<file path="config.mk">
export PLATFORM = sky130hd
export DESIGN_NAME = sram_strobe_gen
export DESIGN_NICKNAME = d
export VERILOG_FILES = /design/src/rtl/sram_strobe_pkg.sv /design/src/rtl/sram_strobe_decode.sv /design/src/rtl/sram_strobe_seq.sv /design/src/rtl/sram_strobe_drive.sv /design/src/rtl/sram_strobe_gen.sv
export SDC_FILE = /design/constraint.sdc
export NUM_CORES = 1
export LEC_CHECK = 0
export BUFFER_PORTS_ARGS = -buffer_cell sky130_fd_sc_hd__clkbuf_2
export CORE_ASPECT_RATIO = 0.75
export CORE_MARGIN = 2
export CORE_UTILIZATION = 30
export CTS_CLUSTER_DIAMETER = 40
export DETAILED_ROUTE_END_ITERATION = 7
export GPL_ROUTABILITY_DRIVEN = 0
export SLEW_MARGIN = 20
export SYNTH_ARGS = -nofsm -noshare
export SYNTH_HDL_FRONTEND = slang
export SYNTH_SLANG_ARGS = --single-unit
export TNS_END_PERCENT = 50
</file>
<file path="constraint.sdc">
create_clock -name clk -period 14.96 [get_ports clk]
set_input_delay 2.992 -clock clk [delete_from_list [all_inputs] [get_ports clk]]
set_output_delay 2.992 -clock clk [all_outputs]
set_load 0.005 [all_outputs]
</file>
<file path="src/rtl/sram_strobe_pkg.sv">
package sram_strobe_pkg;
  localparam int SCY_W   = 4;
  localparam int MAX_BUS = 4 + 2 * ((1 << SCY_W) - 1);
  localparam int TICK_W  = $clog2(4 * MAX_BUS + 1);

  typedef logic [TICK_W-1:0] tick_t;

  typedef struct packed {
    logic             relax;
    logic [1:0]       acs;
    logic             csnt;
    logic [SCY_W-1:0] scy;
  } bank_opt_t;
endpackage

</file>
<file path="src/rtl/sram_strobe_decode.sv">
module sram_strobe_decode
  import sram_strobe_pkg::*;
(
  input  bank_opt_t opt,
  input  logic      wr,
  output tick_t     cs_on,
  output tick_t     cs_off,
  output tick_t     we_off,
  output tick_t     len
);
  tick_t quarter;
  tick_t early;
  tick_t bus_n;
  tick_t scy_t;
  logic  delayed;
  logic  early_wr;

  always_comb begin
    scy_t    = tick_t'(opt.scy);
    delayed  = opt.acs[1];
    early_wr = wr & opt.csnt;
    case (opt.acs)
      2'b10:   quarter = tick_t'(1);
      2'b11:   quarter = tick_t'(2);
      default: quarter = '0;
    endcase
    cs_on = (opt.relax && delayed) ? quarter + tick_t'(4) : quarter;
    if (opt.relax)
      bus_n = tick_t'(2) + (scy_t << 1) + tick_t'(delayed) + tick_t'(early_wr);
    else
      bus_n = tick_t'(2) + scy_t;
    len = bus_n << 2;
    if (early_wr) early = opt.relax ? tick_t'(5) : tick_t'(1);
    else          early = '0;
    we_off = len - early;
    cs_off = delayed ? len - early : len;
  end
endmodule

</file>
<file path="src/rtl/sram_strobe_seq.sv">
module sram_strobe_seq
  import sram_strobe_pkg::*;
#(
  parameter int BE_W = 4,
  parameter int AW   = 15,
  parameter int DW   = 32
) (
  input  logic            clk,
  input  logic            rst,
  input  logic            start,
  input  logic            wr,
  input  logic [BE_W-1:0] be,
  input  logic [AW-1:0]   addr,
  input  logic [DW-1:0]   wdata,
  input  bank_opt_t       opt,
  input  tick_t           new_len,
  output logic            nxt_busy,
  output tick_t           nxt_cnt,
  output bank_opt_t       nxt_opt,
  output logic            nxt_wr,
  output logic [BE_W-1:0] nxt_be,
  output logic            busy_q,
  output logic [AW-1:0]   addr_q,
  output logic [DW-1:0]   wdata_q
);
  tick_t           cnt_q;
  tick_t           len_q;
  bank_opt_t       opt_q;
  logic            wr_q;
  logic [BE_W-1:0] be_q;
  logic            accept;

  assign accept = start & ~busy_q;

  always_comb begin
    nxt_opt = accept ? opt : opt_q;
    nxt_wr  = accept ? wr  : wr_q;
    nxt_be  = accept ? be  : be_q;
    if (accept) begin
      nxt_busy = 1'b1;
      nxt_cnt  = '0;
    end else if (busy_q) begin
      nxt_busy = (cnt_q != len_q - tick_t'(1));
      nxt_cnt  = nxt_busy ? cnt_q + tick_t'(1) : '0;
    end else begin
      nxt_busy = 1'b0;
      nxt_cnt  = '0;
    end
  end

  always_ff @(posedge clk) begin
    if (rst) begin
      busy_q  <= 1'b0;
      cnt_q   <= '0;
      len_q   <= '0;
      opt_q   <= '0;
      wr_q    <= 1'b0;
      be_q    <= '0;
      addr_q  <= '0;
      wdata_q <= '0;
    end else begin
      busy_q <= nxt_busy;
      cnt_q  <= nxt_cnt;
      opt_q  <= nxt_opt;
      wr_q   <= nxt_wr;
      be_q   <= nxt_be;
      if (accept) begin
        len_q   <= new_len;
        addr_q  <= addr;
        wdata_q <= wdata;
      end
    end
  end
endmodule

</file>
<file path="src/rtl/sram_strobe_drive.sv">
module sram_strobe_drive
  import sram_strobe_pkg::*;
#(
  parameter int BE_W = 4
) (
  input  logic            clk,
  input  logic            rst,
  input  logic            nxt_busy,
  input  tick_t           nxt_cnt,
  input  logic            nxt_wr,
  input  logic [BE_W-1:0] nxt_be,
  input  tick_t           cs_on,
  input  tick_t           cs_off,
  input  tick_t           we_off,
  input  tick_t           len,
  output logic            cs_n,
  output logic            oe_n,
  output logic [BE_W-1:0] we_n,
  output logic            done,
  output logic            data_oe
);
  logic past_on;
  logic cs_win;
  logic we_win;
  logic last_bus;

  always_comb begin
    past_on  = nxt_busy && (nxt_cnt >= cs_on);
    cs_win   = past_on && (nxt_cnt < cs_off);
    we_win   = past_on && nxt_wr && (nxt_cnt < we_off);
    last_bus = nxt_busy && (nxt_cnt >= len - tick_t'(4));
  end

  always_ff @(posedge clk) begin
    if (rst) begin
      cs_n    <= 1'b1;
      oe_n    <= 1'b1;
      done    <= 1'b0;
      data_oe <= 1'b0;
    end else begin
      cs_n    <= ~cs_win;
      oe_n    <= ~(cs_win && !nxt_wr);
      done    <= last_bus;
      data_oe <= nxt_busy && nxt_wr;
    end
  end

  for (genvar g = 0; g < BE_W; g++) begin : g_lane
    always_ff @(posedge clk) begin
      if (rst) we_n[g] <= 1'b1;
      else     we_n[g] <= ~(we_win && nxt_be[g]);
    end
  end
endmodule

</file>
<file path="src/rtl/sram_strobe_gen.sv">
module sram_strobe_gen
  import sram_strobe_pkg::*;
#(
  parameter int BE_W = 4,
  parameter int AW   = 15,
  parameter int DW   = 32
) (
  input  logic              clk,
  input  logic              rst,
  input  logic              start,
  input  logic              wr,
  input  logic [BE_W-1:0]   be,
  input  logic [AW-1:0]     addr,
  input  logic [DW-1:0]     wdata,
  input  logic [1:0]        opt_acs,
  input  logic              opt_csnt,
  input  logic [SCY_W-1:0]  opt_scy,
  input  logic              opt_relax,
  output logic [AW-1:0]     mem_addr,
  output logic [DW-1:0]     mem_wdata,
  output logic              mem_data_oe,
  output logic              cs_n,
  output logic              oe_n,
  output logic [BE_W-1:0]   we_n,
  output logic              busy,
  output logic              done
);
  bank_opt_t       opt_in;
  bank_opt_t       nxt_opt;
  logic            nxt_busy;
  logic            nxt_wr;
  logic [BE_W-1:0] nxt_be;
  tick_t           nxt_cnt;
  tick_t           cs_on, cs_off, we_off, len;

  assign opt_in = '{relax: opt_relax, acs: opt_acs, csnt: opt_csnt, scy: opt_scy};

  sram_strobe_seq #(.BE_W(BE_W), .AW(AW), .DW(DW)) u_seq (
    .clk(clk), .rst(rst), .start(start), .wr(wr), .be(be), .addr(addr),
    .wdata(wdata), .opt(opt_in), .new_len(len), .nxt_busy(nxt_busy),
    .nxt_cnt(nxt_cnt), .nxt_opt(nxt_opt), .nxt_wr(nxt_wr), .nxt_be(nxt_be),
    .busy_q(busy), .addr_q(mem_addr), .wdata_q(mem_wdata)
  );

  sram_strobe_decode u_dec (
    .opt(nxt_opt), .wr(nxt_wr), .cs_on(cs_on), .cs_off(cs_off),
    .we_off(we_off), .len(len)
  );

  sram_strobe_drive #(.BE_W(BE_W)) u_drv (
    .clk(clk), .rst(rst), .nxt_busy(nxt_busy), .nxt_cnt(nxt_cnt),
    .nxt_wr(nxt_wr), .nxt_be(nxt_be), .cs_on(cs_on), .cs_off(cs_off),
    .we_off(we_off), .len(len), .cs_n(cs_n), .oe_n(oe_n), .we_n(we_n),
    .done(done), .data_oe(mem_data_oe)
  );
endmodule

</file>
==> summary.txt, run 1 <==
Clock tree
  • CTS buffer count: 9
  • Worst skew pair latency: 0.33 ns
  • CTS root buf: clkbuf_16
  • CTS tree: yes
  • CTS max path bufs: 2
  • Post-CTS Resized: 0
  • Htree depth: 3
  • Clock slew at reported path FFs: 0.06 ns
  • Hold_buf cts: 0
  • Setup bufs post-CTS: 0
  • Sink count of the clock tree: 83

Route
  • Post-route ant nets: 0
  • Via density: 4.80
  • Final WL: 11.3 mm
  • Router iterations before antenna repair: 4
  • Drt wl/cell: 14.1 um
  • Drt drc: 0
  • Initial drt markers: 228
  • Vias: 3838

Setup path
  • WS Path Type: in2reg
  • CP dominant cell by count: ha_1
  • CP required: 15.15 ns
  • CP max stage delay: 0.70 ns
  • Crit path cell chain: clkbuf_2 > nand2b_4 > nor2_1 > a31oi_1 > inv_1 > ha_1 > inv_1 > ha_1 > o211ai_1 > a31oi_2 > nor2_1 > xor2_1 > ha_1 > a21o_1 > a21o_1 > a2111oi_0 > o31a_1 > nand3_1
  • CP Capture Type: flip-flop
  • CP Launch Type: primary input
  • Max Fanout on Critical Path: 76
  • Worst Path Arrival: 7.56 ns
  • Crit path max-delay family: compound AO/OA/AOI/OAI gates
  • CP max-delay cell: a31oi_2
  • Worst R2R Setup Slack: 9.61 ns
  • WP buf/inv: 3

Logic synthesis
  • Seq cells post-synth: 83
  • Async SR Flop Fraction: 0%
  • Synth Cell Area: 4290 um2
  • Post-synthesis sequential area ratio: 38.7%
  • Post-Syn Instances: 517
  • Net count after synthesis: 611
  • Yosys warning total: 0
  • EDFF count, synth: 0
  • Distinct cell type count after synthesis: 65
  • Post-Syn Area per Cell: 8.30 um2
  • Post-synth top flop: dfxtp_1

GRT
  • Vias in the first global route: 3624
  • First-pass GRT wire length: 17.8 mm
  • Initial antenna violation count: 0
  • Remaining Overflow, GRT: 0
  • Pin count of the biggest net entering global routing: 77
  • GRT Util Overall: 14.6%

Die
  • Die area: 15300 um2
  • Initial Utilization: 31.0%
  • Core area: 13800 um2
  • Die width: 142 um
  • Num rows: 37
  • I/O pin count: 119
  • Die Ht: 108 um

Placement
  • Pre-CTS setup slack: 7.24 ns
  • Dpl cells: 784
  • Placed Area: 4990 um2
  • PortBufs: 118
  • DP HPWL: 8.18 mm

Timing
  • Clock Skew: 0.00452 ns
  • Final hold viol count: 0
  • Hold WS: 0.458 ns
  • Slew HR: 42.8%
  • Final WS setup: 7.59 ns
  • RSZ-0062 raised after global routing: false
  • Slew Limit Fails: 0
  • Final-report setup violation count: 0
  • Setup TNS: 0 ns
  • Tmin final: 7.37 ns
  • Final period util: 49.3%
  • Slew @ Worst Pin: 0.857 ns
  • Max Clock Freq: 0.136 GHz

Layout
  • Most frequent cells in the layout: nand2_1, clkbuf_2, dfxtp_1
  • Synth-to-layout area growth: 23.4%
  • Layout cell share with drive strength beyond 1: 25.1%
  • Fin cells: 800
  • Design Area, Final: 5300 um2
  • Leading cell type in the layout, fill and taps excluded: nand2_1
  • Ant. Diodes: 0
  • Layout net count: 714
  • Fin util: 38.3%

Pwr
  • Total chip power: 0.579 mW
  • Static leakage: 2.33 nW
  • Max IR drop VDD: 0.0643 mV
  • Pwr/cell area: 109 nW/um2

Hold path
  • Hold WC Path Type: reg2reg

Outcome
  • Run status: complete, no violations

Flow run
  • MaxCap Viol Count: 0
[where the power goes]
group | internal, mW | switching, mW | total (mW)
logic | 0.0473 | 0.0656 | 0.113
registers | 0.234 | 0.00834 | 0.242
clock network | 0.131 | 0.0936 | 0.224
total | 0.412 | 0.168 | 0.579
[registers in the layout, summed over array words and instances, names as in the netlist]
name	count
u_seq.busy_q	1
u_seq.cnt_q	8
u_drv.cs_n	1
u_drv.data_oe	1
u_seq.len_q	6
u_seq.addr_q	15
u_seq.wdata_q	32
u_drv.we_n	4
u_drv.oe_n	1
u_seq.opt_q	8
u_seq.be_q	4
u_drv.done	1
u_seq.wr_q	1
[final timing paths]
path              cells past startpoint                end               from
setup / recovery                     18      u_drv.we_n[1]              start
hold / removal                        2  u_seq.wdata_q[29]  u_seq.wdata_q[29]
setup reg to reg                     17      u_drv.we_n[1]       u_seq.busy_q
hold reg to reg                       2  u_seq.wdata_q[29]  u_seq.wdata_q[29]
[cells by family after synthesis]
| logic type | after synthesis | synth area share [%] |
|---|---|---|
| AOI/OAI and AO/OA | 112 | 17.6 |
| xor gates and xnor gates | 29 | 5.92 |
| adders and majority gates | 31 | 9.22 |
| buffers and inverters | 46 | 4.55 |
| DFF | 83 | 38.7 |
| muxes | 5 | 1.40 |
| and+or+nand+nor | 211 | 22.6 |
[cell usage after synthesis (2+ instances only)]
cell	n	area share, %
nand2_1	122	11
dfxtp_1	83	39
a21oi_1	62	7.2
nor2_1	36	3.1
ha_1	30	8.7
inv_1	17	1.5
clkbuf_1	16	1.4
xor2_1	15	3.1
xnor2_1	14	2.9
nand3_1	9	1.0
o21ai_0	8	0.93
a21o_1	7	1.2
a211oi_1	6	1.0
buf_1	6	0.52
nor3_1	6	0.70
nand2b_1	4	0.58
nand4_1	4	0.58
nor2b_1	4	0.58
o21a_1	4	0.70
and2_1	3	0.44
and3_1	3	0.44
buf_2	3	0.35
nand3b_1	3	0.52
a2111oi_0	2	0.41
a31oi_1	2	0.29
buf_6	2	0.52
mux2i_1	2	0.47
nor3b_1	2	0.35
nor3b_2	2	0.58
o31a_1	2	0.41
o31ai_1	2	0.35
or2_2	2	0.29
or3_1	2	0.29
[metal layers]
metal / share of wire [%] / routed length, um / track usage [%] / vias up
met1: 50 / 5680 / 20.3 / 1783
met4: 0.25 / 28 / 2.57 / 0
met2: 45 / 5030 / 23.3 / 91
li1: - / - / - / 1962
met3: 4.7 / 534 / 3.56 / 2
met5: 0 / 0 / 0 / -
[area by class of cell]
cell class              count  area, um2
multi-input cells         388       2440
flip-flops and latches     83       1660
clock buffers               9        225
fillers                  1426       8550
well taps                 175        219
repair buffers            120        606
clock inverters             7       76.3
inverters                  18       67.6
[tightest hold or removal path, cell delays in order (launching register included)]
cell	delay (ns)
dfxtp_1	0.31
nand2_1	0.05
a21oi_1	0.05
No activity file was read; power rests on OpenSTA's default activity.
==> run 2: changes to the inputs <==
Clock period 14.96 ns to 7.55 ns, I/O delays scaled along.
==> summary.txt, run 2 (synthesis gave the netlist of run 1 again) <==
Timing
  • Final period util: 73.6%
  • RSZ-0062 raised after global routing: false
  • Max Clock Freq: 0.180 GHz
  • Clock Skew: 0.00645 ns
  • Slew HR: 47.8%
  • Slew Limit Fails: 0
  • Setup TNS: 0 ns
  • Tmin final: 5.56 ns
  • Slew @ Worst Pin: 0.780 ns
  • Final-report setup violation count: 0
  • Final hold viol count: 0

Route
  • Via density: 4.85
  • Post-route ant nets: 0
  • Final WL: 11.2 mm
  • Drt drc: 0
  • Router iterations before antenna repair: 4
  • Initial drt markers: 206
  • Vias: 3884
  • Drt wl/cell: 14.0 um

Layout
  • Top flop regs: u_seq.wdata_q x32, u_seq.addr_q x15
  • Most frequent cells in the layout: nand2_1, clkbuf_2, dfxtp_1
  • Leading cell type in the layout, fill and taps excluded: nand2_1
  • Largest register FFs: 32
  • Layout net count: 715
  • Fin util: 38.1%
  • Layout cell share with drive strength beyond 1: 24.9%
  • Ant. Diodes: 0
  • Synth-to-layout area growth: 23.0%
  • Top reg by flops: u_seq.wdata_q

GRT
  • First-pass GRT wire length: 18.6 mm
  • Initial antenna violation count: 0
  • Remaining Overflow, GRT: 0
  • GRT Util Overall: 15.0%
  • Vias in the first global route: 3830
  • Pin count of the biggest net entering global routing: 71

Setup path
  • Worst R2R Setup Slack: 2.50 ns
  • CP Launch Type: primary input
  • Max Fanout on Critical Path: 35
  • R2R cell count: 17
  • Critical path origin: start
  • CP required: 7.74 ns
  • R2R Path End: u_drv.we_n[1]
  • CP Capture Type: flip-flop
  • Reg2Reg Launch Point: u_seq.busy_q
  • WS Path Type: in2reg
  • Worst Path Arrival: 5.74 ns

Placement
  • PortBufs: 118
  • DP HPWL: 8.28 mm

Pwr
  • Static leakage: 2.33 nW
  • Max IR drop VDD: 0.111 mV
  • Pwr/cell area: 210 nW/um2

Clock tree
  • Setup bufs post-CTS: 0
  • CTS buffer count: 9
  • Sink count of the clock tree: 83
  • Hold_buf cts: 0
  • CTS tree: yes
  • CTS max path bufs: 2
  • Htree depth: 3
  • Worst skew pair latency: 0.33 ns
  • Post-CTS Resized: 0
  • Clock slew at reported path FFs: 0.06 ns
  • CTS root buf: clkbuf_16

Hold path
  • Min-Delay Endpoint: u_seq.addr_q[1]
  • Hold path start: u_seq.addr_q[1]
  • Hold path depth: 2
  • Hold WC Path Type: reg2reg

Die
  • Num rows: 37
  • Die Ht: 108 um
  • Initial Utilization: 31.0%
  • Die width: 142 um
  • I/O pin count: 119
  • Die area: 15300 um2
  • Core area: 13800 um2

Flow run
  • MaxCap Viol Count: 0

Outcome
  • Run status: complete, no violations
[run 2: cell count changes in the layout (fill, tap and decap cells not counted), sizes merged]
cell,before,now
buf,2,3
bufinv,1,0
clkbuf,127,130
clkinv,2,3
clkinvlp,2,1
inv,20,18
[run 2: worst max-delay path, cell delays in order]
cell,delay (ns)
clkbuf_2,0.13
nand2b_4,0.34
nor2_1,0.09
a31oi_1,0.31
inv_1,0.18
ha_1,0.27
inv_1,0.15
ha_1,0.20
o211ai_1,0.10
a31oi_2,0.69
nor2_1,0.16
xor2_1,0.18
ha_1,0.31
a21o_1,0.18
a21o_1,0.16
a2111oi_0,0.39
o31a_1,0.28
nand3_1,0.09
[run 2: worst max path at each step]
stage / endpoint / cells past startpoint
after floorplan: u_drv.we_n[0] / 16
after global placement: u_drv.we_n[1] / 18
after detailed placement: u_drv.we_n[1] / 18
after CTS: u_drv.we_n[1] / 18
after global routing: u_drv.we_n[1] / 18
final: u_drv.we_n[1] / 18
[run 2: layer usage]
metal  wire [um]  vias to the layer above  share of wire [%]  global-route usage [%]
met5           0                        -                  0                       0
met4          87                        0               0.78                    3.36
met3         720                       10                6.4                    4.54
met2        4920                       94                 44                    23.6
met1        5450                     1821                 49                    20.3
li1            -                     1959                  -                       -
[run 2: report_power, final]
part	leakage, nW	switching (mW)	internal [mW]	total [mW]
Combinational	1.52	0.130	0.0943	0.224
Sequential	0.680	0.0162	0.463	0.479
Clock	0.133	0.175	0.232	0.407
Total	2.33	0.321	0.789	1.11
[run 2: cell type report]
class | count | area, um2
sequential | 83 | 1660
clock inverter | 4 | 26.3
inverter | 18 | 67.6
timing repair buffer | 121 | 613
fill | 1424 | 8570
tap | 175 | 219
clock buffer | 12 | 246
multi-input combinational | 388 | 2440
[run 2: metrics by stage]
step           power (mW)  hold slack (ns)  setup WS (ns)  area (um2)  instances
2_1_floorplan       0.643            0.437           2.26        4290        517
3_3_place_gp        0.708            0.442           1.81        5000        785
3_5_place_dp        0.714            0.450           1.64        5000        785
4_1_cts              1.13            0.458           1.99        5280        801
5_1_grt              1.17            0.469           1.63        5280        801
6_report             1.11            0.453           1.99        5280        801
==> run 3: changes to the inputs <==
Clock period 7.55 ns to 5.21 ns, I/O delays scaled along.
==> summary.txt, run 3 (synthesis gave the netlist of run 1 again) <==
GRT
  • Gr busiest metal: met2
  • Remaining Overflow, GRT: 0
  • GRT Util Overall: 15.6%
  • Vias in the first global route: 3895
  • Pin count of the biggest net entering global routing: 65
  • M1 GR Usage: 21.1%
  • First-pass GRT wire length: 19.2 mm
  • GR Util met2: 25.0%
  • Initial antenna violation count: 0
  • Grt met3 use: 4.40%

Placement
  • Dpl cells: 795
  • PortBufs: 118
  • DP HPWL: 8.72 mm

Clock tree
  • Setup bufs post-CTS: 0
  • CTS tree: yes
  • Sink count of the clock tree: 83
  • CTS buffer count: 9
  • CTS max path bufs: 2
  • Hold_buf cts: 0
  • Post-CTS Resized: 0
  • Htree depth: 3
  • Worst skew pair latency: 0.34 ns
  • Clock slew at reported path FFs: 0.06 ns
  • CTS root buf: clkbuf_16

Outcome
  • Run status: complete, no violations

Route
  • Vias: 3920
  • Router iterations before antenna repair: 5
  • Post-route ant nets: 0
  • Via density: 4.84
  • Drt drc: 0
  • Initial drt markers: 151
  • Final WL: 11.5 mm
  • Drt wl/cell: 14.2 um

Setup path
  • CP required: 5.39 ns
  • Max Fanout on Critical Path: 6
  • CP Capture Type: flip-flop
  • CP Launch Type: primary input
  • WS Path Type: in2reg
  • Worst Path Arrival: 4.68 ns

Timing
  • Hold WS: 0.454 ns
  • Slew Limit Fails: 0
  • Tmin final: 4.50 ns
  • Clock Skew: 0.00593 ns
  • Setup TNS: 0 ns
  • Max Clock Freq: 0.222 GHz
  • Final hold viol count: 0
  • Slew HR: 41.8%
  • RSZ-0062 raised after global routing: false
  • Final-report setup violation count: 0
  • Slew @ Worst Pin: 0.873 ns
  • Final period util: 86.3%

Layout
  • Fin cells: 810
  • Top reg by flops: u_seq.wdata_q
  • Layout net count: 725
  • Filler cells: 1433
  • Most frequent cells in the layout: nand2_1, clkbuf_2, dfxtp_1
  • Synth-to-layout area growth: 24.6%
  • Top flop regs: u_seq.wdata_q x32, u_seq.addr_q x15
  • Leading cell type in the layout, fill and taps excluded: nand2_1
  • Layout cell share with drive strength beyond 1: 26.1%
  • Ant. Diodes: 0
  • Largest register FFs: 32

Die
  • Die width: 142 um
  • Die Ht: 108 um
  • Die area: 15300 um2
  • Num rows: 37
  • Core area: 13800 um2
  • I/O pin count: 119
  • Initial Utilization: 31.0%

Pwr
  • Max IR drop VDD: 0.191 mV
  • Pwr/cell area: 302 nW/um2
  • Static leakage: 2.38 nW

Hold path
  • Hold WC Path Type: reg2reg

Flow run
  • MaxCap Viol Count: 0
run 3: cell count changes in the layout (fill, tap and decap cells not counted), sizes merged:
cell	before	now
buf	3	13
clkbuf	130	129
clkinv	3	4
clkinvlp	1	0
run 3: through the flow:
| step | power (mW) | worst slack, ns | area, um2 | utilization [%] |
|---|---|---|---|---|
| 4_1_cts | 1.64 | 0.731 | 5350 | 38.6 |
| 3_3_place_gp | 1.04 | 0.430 | 5080 | 36.7 |
| 6_report | 1.62 | 0.711 | 5350 | 38.6 |
| 2_1_floorplan | 0.932 | 0.388 | 4290 | - |
| 5_1_grt | 1.71 | 0.381 | 5350 | 38.6 |
| 3_5_place_dp | 1.05 | 0.366 | 5080 | 36.7 |
run 3: final timing paths:
check | from | endpoint | slack (ns) | cells past startpoint
min | u_seq.addr_q[11] | u_seq.addr_q[11] | 0.45 | 2
max reg2reg | u_seq.busy_q | u_drv.we_n[2] | 0.85 | 16
max | start | u_drv.we_n[2] | 0.71 | 16
min reg2reg | u_seq.addr_q[11] | u_seq.addr_q[11] | 0.45 | 2
run 3: worst max-delay path: stages:
cell and delay [ns]:
clkbuf_2 0.14, nor2b_4 0.18, mux2i_2 0.23, inv_1 0.13
ha_1 0.28, mux2_2 0.32, ha_1 0.32, a211o_4 0.38
nor2_1 0.12, xor2_1 0.16, ha_1 0.26, a21o_1 0.18
a21o_1 0.16, a2111oi_0 0.41, o31a_1 0.28, nand3_1 0.09
run 3: area by class of cell:
type                            count  area [um2]  area share (%)
Inverter                           18        67.6            1.26
Multi-Input combinational cell    388        2440            45.6
Timing Repair Buffer              131         688            12.9
Tap cell                          175         219            4.09
Clock buffer                       11         243            4.54
Sequential cell                    83        1660            31.1
Clock inverter                      4        27.5           0.515
run 3: where the power goes:
group | internal (mW) | leakage, nW | total (mW) | switching [mW]
sequential | 0.671 | 0.680 | 0.695 | 0.0238
clock | 0.333 | 0.135 | 0.582 | 0.248
combinational | 0.147 | 1.56 | 0.338 | 0.192
run 3: metal layers:
metal,vias up,part of all wire [%]
met2,114,45
met3,11,5.7
met5,-,0
met4,0,0.87
met1,1812,49
li1,1983,-
